$ cat config.mk
export PLATFORM = sky130hd
export DESIGN_NAME = spi_burst_engine
export DESIGN_NICKNAME = d
export VERILOG_FILES = /design/src/rtl/spi_seq_pkg.sv /design/src/rtl/spi_frame_shifter.sv /design/src/rtl/spi_cs_drive.sv /design/src/rtl/spi_burst_engine.sv
export SDC_FILE = /design/constraint.sdc
export NUM_CORES = 1
export LEC_CHECK = 0
export BUFFER_PORTS_ARGS = -buffer_cell sky130_fd_sc_hd__buf_2
export CORE_ASPECT_RATIO = 0.6
export CORE_MARGIN = 2
export CORE_UTILIZATION = 45
export CTS_CLUSTER_DIAMETER = 80
export DETAILED_ROUTE_END_ITERATION = 8
export PLACE_DENSITY = 0.7
export SYNTH_ARGS = -nofsm -noshare
export SYNTH_HDL_FRONTEND = slang
export SYNTH_SLANG_ARGS = --single-unit
$ cat constraint.sdc
create_clock -name clk -period 5.5 [get_ports clk]
set_input_delay 0.825 -clock clk [delete_from_list [all_inputs] [get_ports clk]]
set_output_delay 0.825 -clock clk [all_outputs]
set_load 0.01 [all_outputs]
$ cat src/rtl/spi_seq_pkg.sv
`timescale 1ns/1ps
package spi_seq_pkg;

  localparam int CPHA_B   = 0;
  localparam int CPOL_B   = 1;
  localparam int ACTHI_B  = 2;
  localparam int SEL_LO_B = 4;
  localparam int MAN_B    = 6;
  localparam int LVL_B    = 7;
  localparam int DISC_B   = 8;
  localparam int LSB_B    = 12;
  localparam int START_B  = 31;
  localparam int SEL_W    = 2;

  typedef struct packed {
    logic             lsb_first;
    logic             rx_discard;
    logic             man_level;
    logic             man_en;
    logic [SEL_W-1:0] sel;
    logic             act_hi;
    logic             cpol;
    logic             cpha;
  } xfer_cfg_t;

  typedef enum logic [1:0] {SEQ_IDLE, SEQ_LOAD, SEQ_SHIFT} seq_state_e;

  function automatic xfer_cfg_t unpack_cfg(input logic [31:0] w);
    xfer_cfg_t c;
    c.cpha       = w[CPHA_B];
    c.cpol       = w[CPOL_B];
    c.act_hi     = w[ACTHI_B];
    c.sel        = w[SEL_LO_B +: SEL_W];
    c.man_en     = w[MAN_B];
    c.man_level  = w[LVL_B];
    c.rx_discard = w[DISC_B];
    c.lsb_first  = w[LSB_B];
    return c;
  endfunction

  function automatic logic [31:0] pack_cfg(input xfer_cfg_t c, input logic busy);
    logic [31:0] w;
    w                    = '0;
    w[CPHA_B]            = c.cpha;
    w[CPOL_B]            = c.cpol;
    w[ACTHI_B]           = c.act_hi;
    w[SEL_LO_B +: SEL_W] = c.sel;
    w[MAN_B]             = c.man_en;
    w[LVL_B]             = c.man_level;
    w[DISC_B]            = c.rx_discard;
    w[LSB_B]             = c.lsb_first;
    w[START_B]           = busy;
    return w;
  endfunction

endpackage

$ cat src/rtl/spi_frame_shifter.sv
`timescale 1ns/1ps
module spi_frame_shifter #(
  parameter int FRAME_BITS = 8
) (
  input  logic                  clk,
  input  logic                  rst_n,
  input  logic                  load,
  input  logic [FRAME_BITS-1:0] load_byte,
  input  logic                  run,
  input  logic                  tick,
  input  logic                  cpol,
  input  logic                  cpha,
  input  logic                  lsb_first,
  input  logic                  miso,
  output logic                  sclk,
  output logic                  mosi,
  output logic                  frame_end,
  output logic [FRAME_BITS-1:0] rx_byte
);
  localparam int              CNT_W    = $clog2(FRAME_BITS);
  localparam logic [CNT_W-1:0] LAST_IDX = CNT_W'(FRAME_BITS - 1);

  logic [FRAME_BITS-1:0] tx_q, tx_d, rx_q, rx_d;
  logic [CNT_W-1:0]      bit_q, bit_d, out_idx;
  logic                  half_q, half_d;

  function automatic logic [FRAME_BITS-1:0] shift_in(input logic [FRAME_BITS-1:0] v,
                                                     input logic b, input logic lsb);
    return lsb ? {b, v[FRAME_BITS-1:1]} : {v[FRAME_BITS-2:0], b};
  endfunction

  always_comb begin
    tx_d   = tx_q;
    rx_d   = rx_q;
    bit_d  = bit_q;
    half_d = half_q;
    if (load) begin
      tx_d   = load_byte;
      bit_d  = '0;
      half_d = 1'b0;
    end else if (run && tick) begin
      if (!half_q) begin
        half_d = 1'b1;
        if (!cpha) rx_d = shift_in(rx_q, miso, lsb_first);
      end else begin
        half_d = 1'b0;
        bit_d  = (bit_q == LAST_IDX) ? '0 : bit_q + CNT_W'(1);
        if (cpha) rx_d = shift_in(rx_q, miso, lsb_first);
      end
    end
  end

  assign out_idx   = lsb_first ? bit_q : LAST_IDX - bit_q;
  assign mosi      = run & tx_q[out_idx];
  assign sclk      = cpol ^ half_q;
  assign frame_end = run & tick & half_q & (bit_q == LAST_IDX);
  assign rx_byte   = cpha ? shift_in(rx_q, miso, lsb_first) : rx_q;

  always_ff @(posedge clk or negedge rst_n) begin
    if (!rst_n) begin
      tx_q   <= '0;
      rx_q   <= '0;
      bit_q  <= '0;
      half_q <= 1'b0;
    end else begin
      tx_q   <= tx_d;
      rx_q   <= rx_d;
      bit_q  <= bit_d;
      half_q <= half_d;
    end
  end

  // the serial clock phase only moves on a tick
  a_r4_sclk_waits_tick: assert property (@(posedge clk) disable iff (!rst_n)
    !tick |=> ((sclk ^ cpol) == $past(sclk ^ cpol)));
  // a finished frame leaves SCLK at rest
  a_r4_rest_after_frame: assert property (@(posedge clk) disable iff (!rst_n)
    frame_end |=> (sclk == cpol));

endmodule

$ cat src/rtl/spi_cs_drive.sv
`timescale 1ns/1ps
module spi_cs_drive #(
  parameter int NUM_CS = 4,
  parameter int SEL_W  = 2
) (
  input  logic             act_hi,
  input  logic [SEL_W-1:0] sel,
  input  logic             man_en,
  input  logic             man_level,
  input  logic             busy,
  output logic [NUM_CS-1:0] cs_lines
);
  logic auto_level;
  assign auto_level = busy ? act_hi : ~act_hi;

  for (genvar k = 0; k < NUM_CS; k++) begin : g_line
    assign cs_lines[k] = (sel == SEL_W'(k)) ? (man_en ? man_level : auto_level) : ~act_hi;
  end

endmodule

$ cat src/rtl/spi_burst_engine.sv
`timescale 1ns/1ps
module spi_burst_engine
  import spi_seq_pkg::*;
#(
  parameter int CNT_W      = 24,
  parameter int FRAME_BITS = 8,
  parameter int NUM_CS     = 4
) (
  input  logic                  clk,
  input  logic                  rst_n,
  input  logic                  cfg_we,
  input  logic [31:0]           cfg_wdata,
  input  logic [CNT_W-1:0]      burst_len,
  input  logic [CNT_W-1:0]      tx_len,
  output logic [31:0]           cfg_rdata,
  input  logic                  tick,
  input  logic                  tx_empty,
  input  logic [FRAME_BITS-1:0] tx_data,
  output logic                  tx_pop,
  output logic [FRAME_BITS-1:0] rx_data,
  output logic                  rx_push,
  input  logic                  miso,
  output logic                  sclk,
  output logic                  mosi,
  output logic [NUM_CS-1:0]     cs_lines,
  output logic                  xfer_done
);
  xfer_cfg_t             cfg_q, cfg_d;
  seq_state_e            st_q, st_d;
  logic [CNT_W-1:0]      burst_q, burst_d, xmit_q, xmit_d;
  logic                  done_q, done_d;
  logic                  load, frame_end, busy, run;
  logic [FRAME_BITS-1:0] load_byte;
  logic                  spare_bits_unused;

  assign spare_bits_unused = ^{cfg_wdata[30:13], cfg_wdata[11:9], cfg_wdata[3]};

  always_comb begin
    cfg_d     = cfg_q;
    st_d      = st_q;
    burst_d   = burst_q;
    xmit_d    = xmit_q;
    done_d    = 1'b0;
    load      = 1'b0;
    load_byte = '0;
    tx_pop    = 1'b0;
    unique case (st_q)
      SEQ_IDLE: if (cfg_we) begin
        cfg_d = unpack_cfg(cfg_wdata);
        if (cfg_wdata[START_B]) begin
          if (burst_len == '0) begin
            done_d = 1'b1;
          end else begin
            burst_d = burst_len;
            xmit_d  = tx_len;
            st_d    = SEQ_LOAD;
          end
        end
      end
      SEQ_LOAD: if (xmit_q != '0) begin
        if (!tx_empty) begin
          tx_pop    = 1'b1;
          load      = 1'b1;
          load_byte = tx_data;
          xmit_d    = xmit_q - CNT_W'(1);
          st_d      = SEQ_SHIFT;
        end
      end else begin
        load = 1'b1;
        st_d = SEQ_SHIFT;
      end
      SEQ_SHIFT: if (frame_end) begin
        burst_d = burst_q - CNT_W'(1);
        if (burst_q == CNT_W'(1)) begin
          st_d   = SEQ_IDLE;
          done_d = 1'b1;
        end else begin
          st_d = SEQ_LOAD;
        end
      end
      default: st_d = SEQ_IDLE;
    endcase
  end

  always_ff @(posedge clk or negedge rst_n) begin
    if (!rst_n) begin
      cfg_q   <= '0;
      st_q    <= SEQ_IDLE;
      burst_q <= '0;
      xmit_q  <= '0;
      done_q  <= 1'b0;
    end else begin
      cfg_q   <= cfg_d;
      st_q    <= st_d;
      burst_q <= burst_d;
      xmit_q  <= xmit_d;
      done_q  <= done_d;
    end
  end

  assign busy      = (st_q != SEQ_IDLE);
  assign run       = (st_q == SEQ_SHIFT);
  assign cfg_rdata = pack_cfg(cfg_q, busy);
  assign xfer_done = done_q;
  assign rx_push   = frame_end & ~cfg_q.rx_discard;

  spi_frame_shifter #(.FRAME_BITS(FRAME_BITS)) u_shift (
    .clk(clk), .rst_n(rst_n), .load(load), .load_byte(load_byte), .run(run),
    .tick(tick), .cpol(cfg_q.cpol), .cpha(cfg_q.cpha), .lsb_first(cfg_q.lsb_first),
    .miso(miso), .sclk(sclk), .mosi(mosi), .frame_end(frame_end), .rx_byte(rx_data)
  );

  spi_cs_drive #(.NUM_CS(NUM_CS), .SEL_W(SEL_W)) u_cs (
    .act_hi(cfg_q.act_hi), .sel(cfg_q.sel), .man_en(cfg_q.man_en),
    .man_level(cfg_q.man_level), .busy(busy), .cs_lines(cs_lines)
  );

  // the completion strobe only appears once the engine is idle
  a_r2_done_when_idle: assert property (@(posedge clk) disable iff (!rst_n)
    xfer_done |-> (cfg_rdata[START_B] == 1'b0));
  // a pop is only issued when the FIFO holds data
  a_r8_pop_needs_data: assert property (@(posedge clk) disable iff (!rst_n)
    tx_pop |-> !tx_empty);
  // waiting between frames keeps SCLK at rest
  a_r8_rest_while_loading: assert property (@(posedge clk) disable iff (!rst_n)
    (st_q == SEQ_LOAD) |-> (sclk == cfg_q.cpol));
  // the transmit count only drops on a pop
  a_r7_count_tracks_pop: assert property (@(posedge clk) disable iff (!rst_n)
    ($past(st_q) == SEQ_LOAD && st_q == SEQ_SHIFT && xmit_q != $past(xmit_q)) |-> $past(tx_pop));
  // a push marks the end of a frame, after which SCLK rests
  a_r9_push_at_frame_end: assert property (@(posedge clk) disable iff (!rst_n)
    rx_push |=> (sclk == cfg_q.cpol));
  // configuration stays frozen during a burst
  a_r11_cfg_frozen: assert property (@(posedge clk) disable iff (!rst_n)
    (busy && $past(busy)) |-> $stable(cfg_q));
  // at most one line away from its inactive level
  a_r10_one_select: assert property (@(posedge clk) disable iff (!rst_n)
    $countones(cs_lines ^ {NUM_CS{~cfg_q.act_hi}}) <= 1);

endmodule

==> metrics.md <==
| Metric | Value |
|---|---|
| Status | `completed` |
| Sequential share of the synthesized area | `37.6%` |
| Psw | `1.38 mW` |
| Tightest Pin Transition | `1.26 ns` |
| Reg clk slew, reported paths | `0.06 ns` |
| I/O pins | `143` |
| Top post-synthesis cells by area | `dfrtp_1, a21oi_1, buf_4` |
| Flops & latches, synth | `80` |
| Most numerous cell in the Yosys netlist | `dfrtp_1` |
| Largest net degree at the start of global routing | `81` |
| Clock Skew | `0.00308 ns` |
| Setup bufs post-CTS | `0` |
| Syn Area/Cell | `9.05 µm²` |
| Seq pwr share | `40.4%` |
| Relative slew slack | `15.9%` |
| Cts repair resizes | `0` |
| Worst VDD drop | `0.000344 V` |
| Total clock buffers created by CTS | `9` |
| Cell Rows | `30` |
| Leakage | `2.45 nW` |
| Share of cells above drive strength 1 | `23.3%` |
| Die Area | `12,700 µm²` |
| Util after Layout | `52.7%` |
| Avg WL per Cell | `18.2 µm` |
| Vias | `5,044` |
| Pre-antenna DRT Iters | `5` |
| Final Critical Period | `3.48 ns` |
| Yosys warns | `0` |
| Routability cong. | `0.843` |
| Crit Path Class | `reg -> out` |
| Worst setup path start | `st_q[1]` |
| Crit path arrival time | `2.66 ns` |
| M3 GR Usage | `5.79%` |
| Post-route ant nets | `0` |
| Global route hottest layer | `met2` |
| Startpoint types | `flip-flop` |
| Post-synthesis async set-or-reset flop share | `100%` |
| Vias in the first global route | `4,639` |
| Worst r2r src | `u_shift.bit_q[1]` |
| Non-Filler Instances | `818` |
| Final period utilization | `63.4%` |
| DP Worst Slack | `1.98 ns` |
| Met2 usage | `35.0%` |
| Setup ws final | `2.02 ns` |
| Worst setup EP type | `primary output` |
| RSZ-0062 raised after global routing | `false` |
| Placed cells | `802` |
| Switch share | `43.0%` |
| Initial antenna violation count | `1` |
| Synth Flop Type | `dfrtp_1` |
| Final nets | `752` |
| Tot GR Track Use | `23.7%` |
| Die Y | `88.2 µm` |
| HP Class | `reg -> reg` |
| Mapped Area | `5320 µm²` |
| Syn-to-layout area delta | `13.1%` |
| Max FO, Critical Path | `26` |
| Core area | `11,400 µm²` |
| Starting Density | `46.6%` |
| Synth cell types | `68` |
| Total power | `3.20 mW` |
| Hold Path Origin | `xmit_q[15]` |
| Global-route wire length before repair | `23,700 µm` |
| Final hold vios | `0` |
| Port Buffer Count | `98` |
| Clock sink count | `80` |
| Via density | `6.17` |
| TNS Setup | `0 ns` |
| Root Buffer | `clkbuf_16` |
| Cell accounting for the most synthesized area | `dfrtp_1` |
| Diode count | `0` |
| DP HPWL | `10,300 µm` |
| Clk pwr share | `19.0%` |
| Die X | `144 µm` |
| Global route overflow | `0` |
| Post-synth top cells | `dfrtp_1, a21oi_1, nor2_1, nand2_1, nor3_1` |
| CTS tree | `yes` |
| Final setup fails | `0` |
| Slowest-stage cell, CP | `dfrtp_1` |
| Synth top area share | `37.6%` |
| Fill count | `1,086` |
| CP required | `4.68 ns` |
| Pwr/cell area | `532 nW/µm²` |
| Maximum buffer depth of the clock tree | `2` |
| Crit path largest cell delay | `0.93 ns` |
| Initial DRC Count | `517` |
| Skew-Pair Late Insertion Delay | `0.33 ns` |
| Logic pwr share | `40.6%` |
| Fmax achieved | `0.287 GHz` |
| CP Cell Sequence | `nand2b_1 > or2_2 > nor2_1 > buf_2` |
| Max-cap violation count | `0` |
| DRC viols | `0` |
| Slew Limit Fails | `0` |
| Number of synthesized flops with an enable pin | `0` |
| DRT Wirelength | `14,900 µm` |
| Internal power | `1.82 mW` |
| Grt met1 use | `35.0%` |
| Hold Buf Count CTS | `0` |
| Post-synthesis cell count | `588` |
| H-tree depth | `3` |
==> critical path: cells and delay by family, from the launching register on <==
family | cells | cell delay, ns
and+or+nand+nor | 3 | 1.26
buffers and inverters | 1 | 0.13
DFF | 1 | 0.93
==> through the flow <==
step,hold WS (ns),cell area [µm²]
final,0.501,6010
after global routing,0.525,6010
after CTS,0.497,6010
after detailed placement,0.478,5720
after global placement,0.478,5720
after floorplan,0.457,5400
==> metal layers <==
metal	part of all wire, %	wire, µm
met5	0.087	13
met4	1.7	246
met3	7.6	1130
met2	43	6460
met1	47	7000
==> placed cells by master, fill, tap and decap left out, types with 8 or more instances in the layout <==
cell | Yosys | layout
nor3_1 | 31 | 30
nand4_1 | 13 | 13
dfrtp_1 | 80 | 80
conb_1 | 1 | 22
nor4_1 | 17 | 17
buf_2 | 7 | 97
a22o_1 | 12 | 12
o21ai_0 | 19 | 19
o2bb2ai_1 | 11 | 11
clkbuf_16 | 0 | 9
mux2_2 | 9 | 9
mux2i_1 | 17 | 17
a21oi_1 | 61 | 61
nor2_1 | 48 | 48
inv_1 | 8 | 8
nand2_1 | 31 | 31
nand3_1 | 23 | 23
nand2b_1 | 8 | 8
==> sequential cells by signal, indices dropped and copies added, names as in the netlist <==
register and flops:
burst_q 24, xmit_q 24, cfg_rdata 9, u_shift.rx_q 8, u_shift.tx_q 8, u_shift.bit_q 3
st_q 2, u_shift.half_q 1, xfer_done 1
==> logic make-up after synthesis <==
| kind of cell | share of synthesized area (%) |
|---|---|
| flip-flops | 37.6 |
| AO/OA/AOI/OAI | 21.0 |
| other | 0.0705 |
| XOR/XNOR | 0.494 |
| buffers and inverters | 8.42 |
| adder cells (fa/ha/maj) | 1.18 |
| multiplexers | 7.22 |
| AND/OR/NAND/NOR | 24.0 |
==> final timing paths <==
kind / slack, ns / depth (start not counted) / endpoint
min: 0.50 / 1 / xmit_q[15]
min in group asynchronous: 0.69 / 1 / xmit_q[20]
max in group asynchronous: 4.11 / 1 / burst_q[5]
max: 2.02 / 4 / rx_push
max reg2reg: 2.67 / 7 / burst_q[21]
min reg2reg: 0.50 / 1 / xmit_q[15]
==> cell type report <==
cell class	count	area (µm²)	share of cell area, %
multi-input cells	452	2960	49.2
inverters	8	30.0	0.499
flip-flops and latches	80	2000	33.3
well taps	160	200	3.33
clock inverters	6	70.1	1.16
clock buffers	10	229	3.81
repair buffers	102	523	8.70
==> power groups by stage <==
| stage | Clock [mW] | Sequential, mW | Combinational [mW] |
|---|---|---|---|
| finish | 0.606 | 1.29 | 1.30 |
| global route | 0.645 | 1.34 | 1.44 |
| CTS | 0.620 | 1.28 | 1.30 |
| detailed placement | 0 | 1.29 | 1.29 |
| global placement | 0 | 1.26 | 1.25 |
| floorplan | 0 | 1.12 | 1.10 |
(Power assumes the default switching activity.)
